<file path="config.mk">
export PLATFORM = sky130hd
export DESIGN_NAME = chardisp_cmd_decoder
export DESIGN_NICKNAME = d
export VERILOG_FILES = /design/src/rtl/chardisp_pkg.sv /design/src/rtl/chardisp_decode.sv /design/src/rtl/chardisp_addr_ctr.sv /design/src/rtl/chardisp_busy_timer.sv /design/src/rtl/chardisp_wr_port.sv /design/src/rtl/chardisp_cmd_decoder.sv
export SDC_FILE = /design/constraint.sdc
export NUM_CORES = 1
export LEC_CHECK = 0
export CORE_UTILIZATION = 48
export CTS_BUF_LIST = sky130_fd_sc_hd__clkbuf_2 sky130_fd_sc_hd__clkbuf_4 sky130_fd_sc_hd__clkbuf_8
export DETAILED_ROUTE_END_ITERATION = 16
export PLACE_DENSITY = 0.9
export SLEW_MARGIN = 40
export SYNTH_ARGS = -nofsm -noshare
export SYNTH_HDL_FRONTEND = slang
export SYNTH_SLANG_ARGS = --single-unit
</file>
<file path="constraint.sdc">
create_clock -name clk -period 2.31 [get_ports clk]
set_clock_uncertainty 0.2 [all_clocks]
set_input_delay 0.462 -clock clk [delete_from_list [all_inputs] [get_ports clk]]
set_output_delay 0.462 -clock clk [all_outputs]
set_load 0.02 [all_outputs]
</file>
<file path="src/rtl/chardisp_pkg.sv">
package chardisp_pkg;

    localparam int AC_W     = 7;
    localparam int PAT_W    = 6;
    localparam int ATTR_W   = 5;
    localparam int DATA_W   = 8;
    localparam int NUM_TGT  = 3;

    localparam logic [AC_W-1:0] ONE_LINE_LAST = 7'h4F;
    localparam logic [AC_W-1:0] ROW0_LAST     = 7'h27;
    localparam logic [AC_W-1:0] ROW1_FIRST    = 7'h40;
    localparam logic [AC_W-1:0] ROW1_LAST     = 7'h67;

    typedef enum logic [1:0] {
        TGT_CHAR = 2'd0,
        TGT_PAT  = 2'd1,
        TGT_ATTR = 2'd2
    } target_e;

    typedef enum logic [2:0] {
        OP_NONE,
        OP_SET_CHAR,
        OP_SET_PAT,
        OP_SET_ATTR,
        OP_WRITE
    } op_e;

    typedef struct packed {
        op_e               op;
        logic [AC_W-1:0]   addr;
        logic [DATA_W-1:0] data;
    } cmd_t;

    function automatic cmd_t decode_cmd(logic [1:0] rs, logic rw,
                                        logic [DATA_W-1:0] d);
        cmd_t c;
        c.op   = OP_NONE;
        c.addr = '0;
        c.data = d;
        if (!rw && rs == 2'b10) begin
            if (d[7]) begin
                c.op   = OP_SET_CHAR;
                c.addr = d[AC_W-1:0];
            end else if (d[6]) begin
                c.op   = OP_SET_PAT;
                c.addr = {{(AC_W-PAT_W){1'b0}}, d[PAT_W-1:0]};
            end else if (d[5]) begin
                c.op   = OP_SET_ATTR;
                c.addr = {{(AC_W-ATTR_W){1'b0}}, d[ATTR_W-1:0]};
            end
        end else if (!rw && rs == 2'b11) begin
            c.op = OP_WRITE;
        end
        return c;
    endfunction

    function automatic logic char_addr_ok(logic [AC_W-1:0] a, logic two_ln);
        if (two_ln)
            return (a <= ROW0_LAST) || (a >= ROW1_FIRST && a <= ROW1_LAST);
        return a <= ONE_LINE_LAST;
    endfunction

    function automatic logic [AC_W-1:0] step_addr(logic [AC_W-1:0] a,
                                                  logic up, target_e t);
        logic [AC_W-1:0] n;
        n = up ? a + 1'b1 : a - 1'b1;
        if (t == TGT_PAT)
            n = {{(AC_W-PAT_W){1'b0}}, n[PAT_W-1:0]};
        return n;
    endfunction

endpackage

</file>
<file path="src/rtl/chardisp_decode.sv">
module chardisp_decode
    import chardisp_pkg::*;
(
    input  logic              host_we,
    input  logic [1:0]        host_rs,
    input  logic              host_rw,
    input  logic [DATA_W-1:0] host_data,
    input  logic              busy,
    output cmd_t              cmd,
    output logic              accept
);

    always_comb begin
        cmd    = decode_cmd(host_rs, host_rw, host_data);
        accept = host_we && !busy && (cmd.op != OP_NONE);
    end

endmodule

</file>
<file path="src/rtl/chardisp_addr_ctr.sv">
module chardisp_addr_ctr
    import chardisp_pkg::*;
(
    input  logic            clk,
    input  logic            rst,
    input  logic            accept,
    input  cmd_t            cmd,
    input  logic            entry_inc,
    input  logic            two_line,
    output logic [AC_W-1:0] ac,
    output target_e         target,
    output logic            range_err
);

    always_ff @(posedge clk) begin
        if (rst) begin
            ac     <= '0;
            target <= TGT_CHAR;
        end else if (accept) begin
            unique case (cmd.op)
                OP_SET_CHAR: begin ac <= cmd.addr; target <= TGT_CHAR; end
                OP_SET_PAT:  begin ac <= cmd.addr; target <= TGT_PAT;  end
                OP_SET_ATTR: begin ac <= cmd.addr; target <= TGT_ATTR; end
                OP_WRITE:    ac <= step_addr(ac, entry_inc, target);
                default:     ;
            endcase
        end
    end

    always_comb range_err = (target == TGT_CHAR) && !char_addr_ok(ac, two_line);

    // a pattern-targeted counter never reaches the upper half
    a_r3_pat_upper_clear: assert property (@(posedge clk) disable iff (rst)
        (target == TGT_PAT) |-> (ac[AC_W-1] == 1'b0));

    // data writes leave the target alone
    a_r6_target_sticky: assert property (@(posedge clk) disable iff (rst)
        (accept && cmd.op == OP_WRITE) |=> $stable(target));

    // an accepted write always moves the counter
    a_r7_write_steps: assert property (@(posedge clk) disable iff (rst)
        (accept && cmd.op == OP_WRITE) |=> (ac != $past(ac)));

endmodule

</file>
<file path="src/rtl/chardisp_busy_timer.sv">
module chardisp_busy_timer #(
    parameter int BUSY_TICKS = 10,
    localparam int CNT_W = $clog2(BUSY_TICKS + 1)
) (
    input  logic clk,
    input  logic rst,
    input  logic start,
    input  logic osc_tick,
    output logic busy
);

    logic [CNT_W-1:0] remain;

    always_ff @(posedge clk) begin
        if (rst) begin
            busy   <= 1'b0;
            remain <= '0;
        end else if (start) begin
            busy   <= 1'b1;
            remain <= CNT_W'(BUSY_TICKS);
        end else if (busy && osc_tick) begin
            remain <= remain - 1'b1;
            if (remain == CNT_W'(1))
                busy <= 1'b0;
        end
    end

    // an accepted command always raises busy
    a_r11_start_busy: assert property (@(posedge clk) disable iff (rst)
        start |=> busy);

    // no command is started while one is executing
    a_r12_no_restart: assert property (@(posedge clk) disable iff (rst)
        busy |-> !start);

    // busy only drops on an oscillator tick
    a_r11_fall_on_tick: assert property (@(posedge clk) disable iff (rst)
        (busy && !osc_tick && !start) |=> busy);

endmodule

</file>
<file path="src/rtl/chardisp_wr_port.sv">
module chardisp_wr_port
    import chardisp_pkg::*;
(
    input  logic              clk,
    input  logic              rst,
    input  logic              fire,
    input  target_e           target,
    input  logic [AC_W-1:0]   ac,
    input  logic [DATA_W-1:0] data,
    input  logic              range_err,
    output logic [NUM_TGT-1:0] we,
    output logic [AC_W-1:0]   mem_addr,
    output logic [DATA_W-1:0] mem_data,
    output logic              addr_err
);

    for (genvar g = 0; g < NUM_TGT; g++) begin : g_strobe
        localparam target_e TG = target_e'(g);
        logic blocked;
        if (TG == TGT_CHAR) begin : g_chk
            assign blocked = range_err;
        end else begin : g_free
            assign blocked = 1'b0;
        end
        always_ff @(posedge clk) begin
            if (rst) we[g] <= 1'b0;
            else     we[g] <= fire && (target == TG) && !blocked;
        end
    end

    always_ff @(posedge clk) begin
        if (rst) begin
            mem_addr <= '0;
            mem_data <= '0;
            addr_err <= 1'b0;
        end else begin
            addr_err <= fire && range_err;
            if (fire) begin
                mem_addr <= ac;
                mem_data <= data;
            end
        end
    end

    // at most one memory strobed per cycle
    a_r5_one_strobe: assert property (@(posedge clk) disable iff (rst)
        $onehot0(we));

    // a flagged write never reaches the character memory
    a_r9_err_blocks_write: assert property (@(posedge clk) disable iff (rst)
        addr_err |-> !we[0]);

    // strobes last a single cycle
    a_r5_single_cycle: assert property (@(posedge clk) disable iff (rst)
        (we != '0) |=> (we == '0));

endmodule

</file>
<file path="src/rtl/chardisp_cmd_decoder.sv">
module chardisp_cmd_decoder
    import chardisp_pkg::*;
#(
    parameter int BUSY_TICKS = 10
) (
    input  logic        clk,
    input  logic        rst,
    input  logic        osc_tick,
    input  logic        host_we,
    input  logic [1:0]  host_rs,
    input  logic        host_rw,
    input  logic [7:0]  host_data,
    input  logic        entry_inc,
    input  logic        two_line,
    output logic        busy,
    output logic [6:0]  addr_count,
    output logic [1:0]  target_sel,
    output logic        chr_we,
    output logic        pat_we,
    output logic        atr_we,
    output logic [6:0]  mem_addr,
    output logic [7:0]  mem_data,
    output logic        addr_err
);

    cmd_t               cmd;
    logic               accept;
    logic [AC_W-1:0]    ac;
    target_e            target;
    logic               range_err;
    logic [NUM_TGT-1:0] we;
    logic               fire;

    chardisp_decode u_decode (
        .host_we   (host_we),
        .host_rs   (host_rs),
        .host_rw   (host_rw),
        .host_data (host_data),
        .busy      (busy),
        .cmd       (cmd),
        .accept    (accept)
    );

    chardisp_addr_ctr u_addr_ctr (
        .clk       (clk),
        .rst       (rst),
        .accept    (accept),
        .cmd       (cmd),
        .entry_inc (entry_inc),
        .two_line  (two_line),
        .ac        (ac),
        .target    (target),
        .range_err (range_err)
    );

    chardisp_busy_timer #(.BUSY_TICKS(BUSY_TICKS)) u_busy (
        .clk      (clk),
        .rst      (rst),
        .start    (accept),
        .osc_tick (osc_tick),
        .busy     (busy)
    );

    assign fire = accept && (cmd.op == OP_WRITE);

    chardisp_wr_port u_wr_port (
        .clk       (clk),
        .rst       (rst),
        .fire      (fire),
        .target    (target),
        .ac        (ac),
        .data      (cmd.data),
        .range_err (range_err),
        .we        (we),
        .mem_addr  (mem_addr),
        .mem_data  (mem_data),
        .addr_err  (addr_err)
    );

    assign addr_count = ac;
    assign target_sel = target;
    assign chr_we     = we[TGT_CHAR];
    assign pat_we     = we[TGT_PAT];
    assign atr_we     = we[TGT_ATTR];

    // a strobe during busy never reaches a memory
    a_r12_ignore_busy: assert property (@(posedge clk) disable iff (rst)
        (busy && host_we) |=> !(chr_we || pat_we || atr_we || addr_err));

    // a strobe during busy leaves the counter alone
    a_r12_hold_counter: assert property (@(posedge clk) disable iff (rst)
        (busy && host_we) |=> $stable(addr_count));

endmodule

</file>
==> flow_metrics.tcl <==
set metrics [dict create \
    tns_ns 0 \
    dr_wl_met2_um 2120 \
    drv_cap 0 \
    rr_startpoint "u_addr_ctr.ac[0]$_SDFFE_PP0P_" \
    crit_path_max_fanout 7 \
    cts_setup_buffers 0 \
    avgSynthCellArea_um2 8.51 \
    cts_buffer_depth 2 \
    grt_pass1_vias 1493 \
    netlist_top_cells_area "dfxtp_1 41%, a21oi_1 9.0%, nand2_1 7.9%" \
    drt_iter0_drc 104 \
    synth.most_common_cell "nand2_1" \
    synth_edf_count 0 \
    synthXorXnorAreaFrac_pct 3.79 \
    place_hpwl_um 3080 \
    numPortBuffers 45 \
    root_buffer "clkbuf_4" \
    p_leak_nw 0.853 \
    synthCells 190 \
    async_reset_ff_share_pct 0 \
    first_pass_iters 4 \
    synth.mux.area_fraction_pct 0.619 \
    fmax_mhz 446 \
    postRouteAntennaNets 0 \
    routed_wl_um 4140 \
    grt_max_degree 18 \
    synth_fa_ha_area_share_pct 6.65 \
    hold_viol_final 0 \
    ys_seq_elements 33 \
    worst-r2r-setup-slack_ns 0.28 \
    syn2layout_area_growth_pct 43.7 \
    io_pins 46 \
    dieWidth_um 60.1 \
    fin_ws_ns 0.0695 \
    yosysWarnings 0 \
    grt_antenna_before_repair 0 \
    met1_length_um 1680 \
    synth_top_family_by_area "simple AND/OR/NAND/NOR gates" \
    reg2reg_depth 6 \
    cts_inserted_buffers 5 \
    clock_latency_ns 0.34 \
    synth_seq_area_share_pct 40.8 \
    grt_pass1_wl_um 6640 \
    holdPathStages 2 \
    clock_sinks 33 \
    timing.rr.end "u_addr_ctr.ac[6]$_SDFFE_PP0P_" \
    netlist_area_mm2 0.00162 \
    vdd_ir_drop_max_mv 0.308 \
    worst_pin_slew_ns 0.347 \
    highest_layer "met4" \
    max-slew-margin-rel_pct 76.8 \
    synth-main-ff-cell "dfxtp_1" \
    overflow 0 \
    via_count 1656 \
    synth_top_area_cell "dfxtp_1" \
    diodes 0 \
    hold_class "register to register" \
    hold_start "u_wr_port.mem_addr[4]$_SDFFE_PP0P_" \
    hold-path-endpoint "u_wr_port.mem_addr[4]$_SDFFE_PP0P_" \
    synth_cell_types 46 \
    synth_simple_gate_area_share_pct 23.5 \
    critPathKind "input pin to register" \
    core-area_mm2 0.00313 \
    syn_nets 215 \
    period_needed_ns 2.24 \
    initial_utilization_pct 51.7 \
    fin_hold_ws_ns 0.259 \
    nets 280 \
    die_y_um 60.1 \
    num_rows 20 \
    gp_congestion 0.843 \
    report.final.slew_viol_count 0 \
    track_usage_pct 25.1 \
    path_clk_slew_ns 0.10 \
    synth_top_area_share_pct 40.8 \
    final_util_pct 74.3 \
    drc 0 \
    powerDensity_mw_per_mm2 491 \
    crit_path_end_kind "register" \
    start_kind "input pin" \
    dr_wl_met3_um 286 \
    cts_max_level 2 \
    cts.hold.buffers_added 0 \
    viasPerCell 5.52 \
    cts_tree "done" \
    cp.arrival_ns 2.26 \
    synth_common_cells "34 x nand2_1, 33 x dfxtp_1, 29 x a21oi_1" \
    min_period_over_period_pct 97.0 \
    critPathRequiredTime_ns 2.33 \
    post_drt_wl_per_cell_um 13.8 \
    dieArea_mm2 0.00361 \
    dp_slack_ns -0.394 \
    setup_violations 0 \
    status "completed" \
    synth-compound-area-share_pct 21.3 \
    drive_above_1_share_pct 16.8 \
]
==> metal layers <==
metal	up-vias	track usage, %
met1	778	29.4
li1	798	-
met4	0	6.31
met3	9	7.14
met5	-	0
met2	71	44.6
==> placed cells by master, fill, tap and decap left out, drive strengths merged, types with 2 or more instances in the layout <==
| cell | Yosys | layout |
|---|---|---|
| nor2b | 3 | 3 |
| nand3b | 2 | 2 |
| and4bb | 2 | 2 |
| nand2b | 2 | 2 |
| clkdlybuf4s50 | 0 | 45 |
| nor4 | 2 | 2 |
| a21o | 2 | 2 |
| inv | 6 | 6 |
| a21oi | 29 | 29 |
| buf | 4 | 20 |
| xor2 | 3 | 3 |
| dfxtp | 33 | 33 |
| clkbuf | 3 | 5 |
| xnor2 | 4 | 4 |
| or3 | 2 | 2 |
| nand2 | 35 | 35 |
| a2bb2oi | 3 | 3 |
| clkinv | 0 | 2 |
| ha | 7 | 7 |
| nand3 | 2 | 2 |
| nor3b | 3 | 3 |
| nor3 | 5 | 5 |
| a22oi | 4 | 4 |
| o21ai | 6 | 6 |
| a211oi | 3 | 3 |
| nor2 | 12 | 12 |
==> where the power goes <==
part	switching (mW)	internal (mW)
clock network	0.207	0.115
registers	0.0162	0.583
logic	0.108	0.114
total	0.331	0.812
==> state kept, by name, summed over array words and instances, names as in the netlist <==
signal / flops
u_wr_port.mem_addr: 7
u_busy.busy: 1
u_addr_ctr.ac: 7
u_addr_ctr.target: 2
u_busy.remain: 4
u_wr_port.we: 3
u_wr_port.addr_err: 1
u_wr_port.mem_data: 8
==> worst max-delay path: stages <==
cell	delay, ns
clkdlybuf4s50_1	0.52
inv_4	0.08
ha_1	0.30
o21ai_0	0.10
or4b_4	0.49
nand3_2	0.10
o32a_1	0.13
o22ai_1	0.07
==> how the worst max path moves through the flow <==
stage | start | to | slack, ns
floorplan | entry_inc | u_addr_ctr.ac[6]$_SDFFE_PP0P_ | 0.18
global placement | entry_inc | u_addr_ctr.ac[6]$_SDFFE_PP0P_ | -0.34
detailed placement | entry_inc | u_addr_ctr.ac[6]$_SDFFE_PP0P_ | -0.39
CTS | entry_inc | u_addr_ctr.ac[6]$_SDFFE_PP0P_ | 0.02
global route | entry_inc | u_addr_ctr.ac[6]$_SDFFE_PP0P_ | -0.007
finish | entry_inc | u_addr_ctr.ac[6]$_SDFFE_PP0P_ | 0.07
==> cells by family after synthesis <==
kind of cell / after synthesis
muxes: 1
and+or+nand+nor: 73
DFF: 33
buffers and inverters: 13
xor gates and xnor gates: 7
AOI/OAI and AO/OA: 55
adders and majority gates: 8
==> layout make-up <==
type                    count  area (um^2)
clock buffers               5         37.5
clock inverters             3         17.5
fillers                   232          803
inverters                   6         25.0
multi-input cells         144          928
flip-flops and latches     33          661
well taps                  44         55.1
repair buffers             65          601
==> through the flow <==
| step | std cells | area [um^2] | total power, mW |
|---|---|---|---|
| 6_report | 300 | 2320 | 1.14 |
| 5_1_grt | 300 | 2320 | 1.20 |
| 4_1_cts | 300 | 2300 | 1.14 |
| 3_5_place_dp | 292 | 2240 | 0.824 |
| 3_3_place_gp | 292 | 2240 | 0.820 |
| 2_1_floorplan | 190 | 1620 | 0.722 |
==> timing repair <==
| action | 4_1_cts | 5_1_grt |
|---|---|---|
| endpoints found under the hold margin | 0 | 0 |
| endpoints found under the setup margin | 1 | 3 |
| resized for setup | 1 | 5 |
No activity file was read; power rests on OpenSTA's default activity.
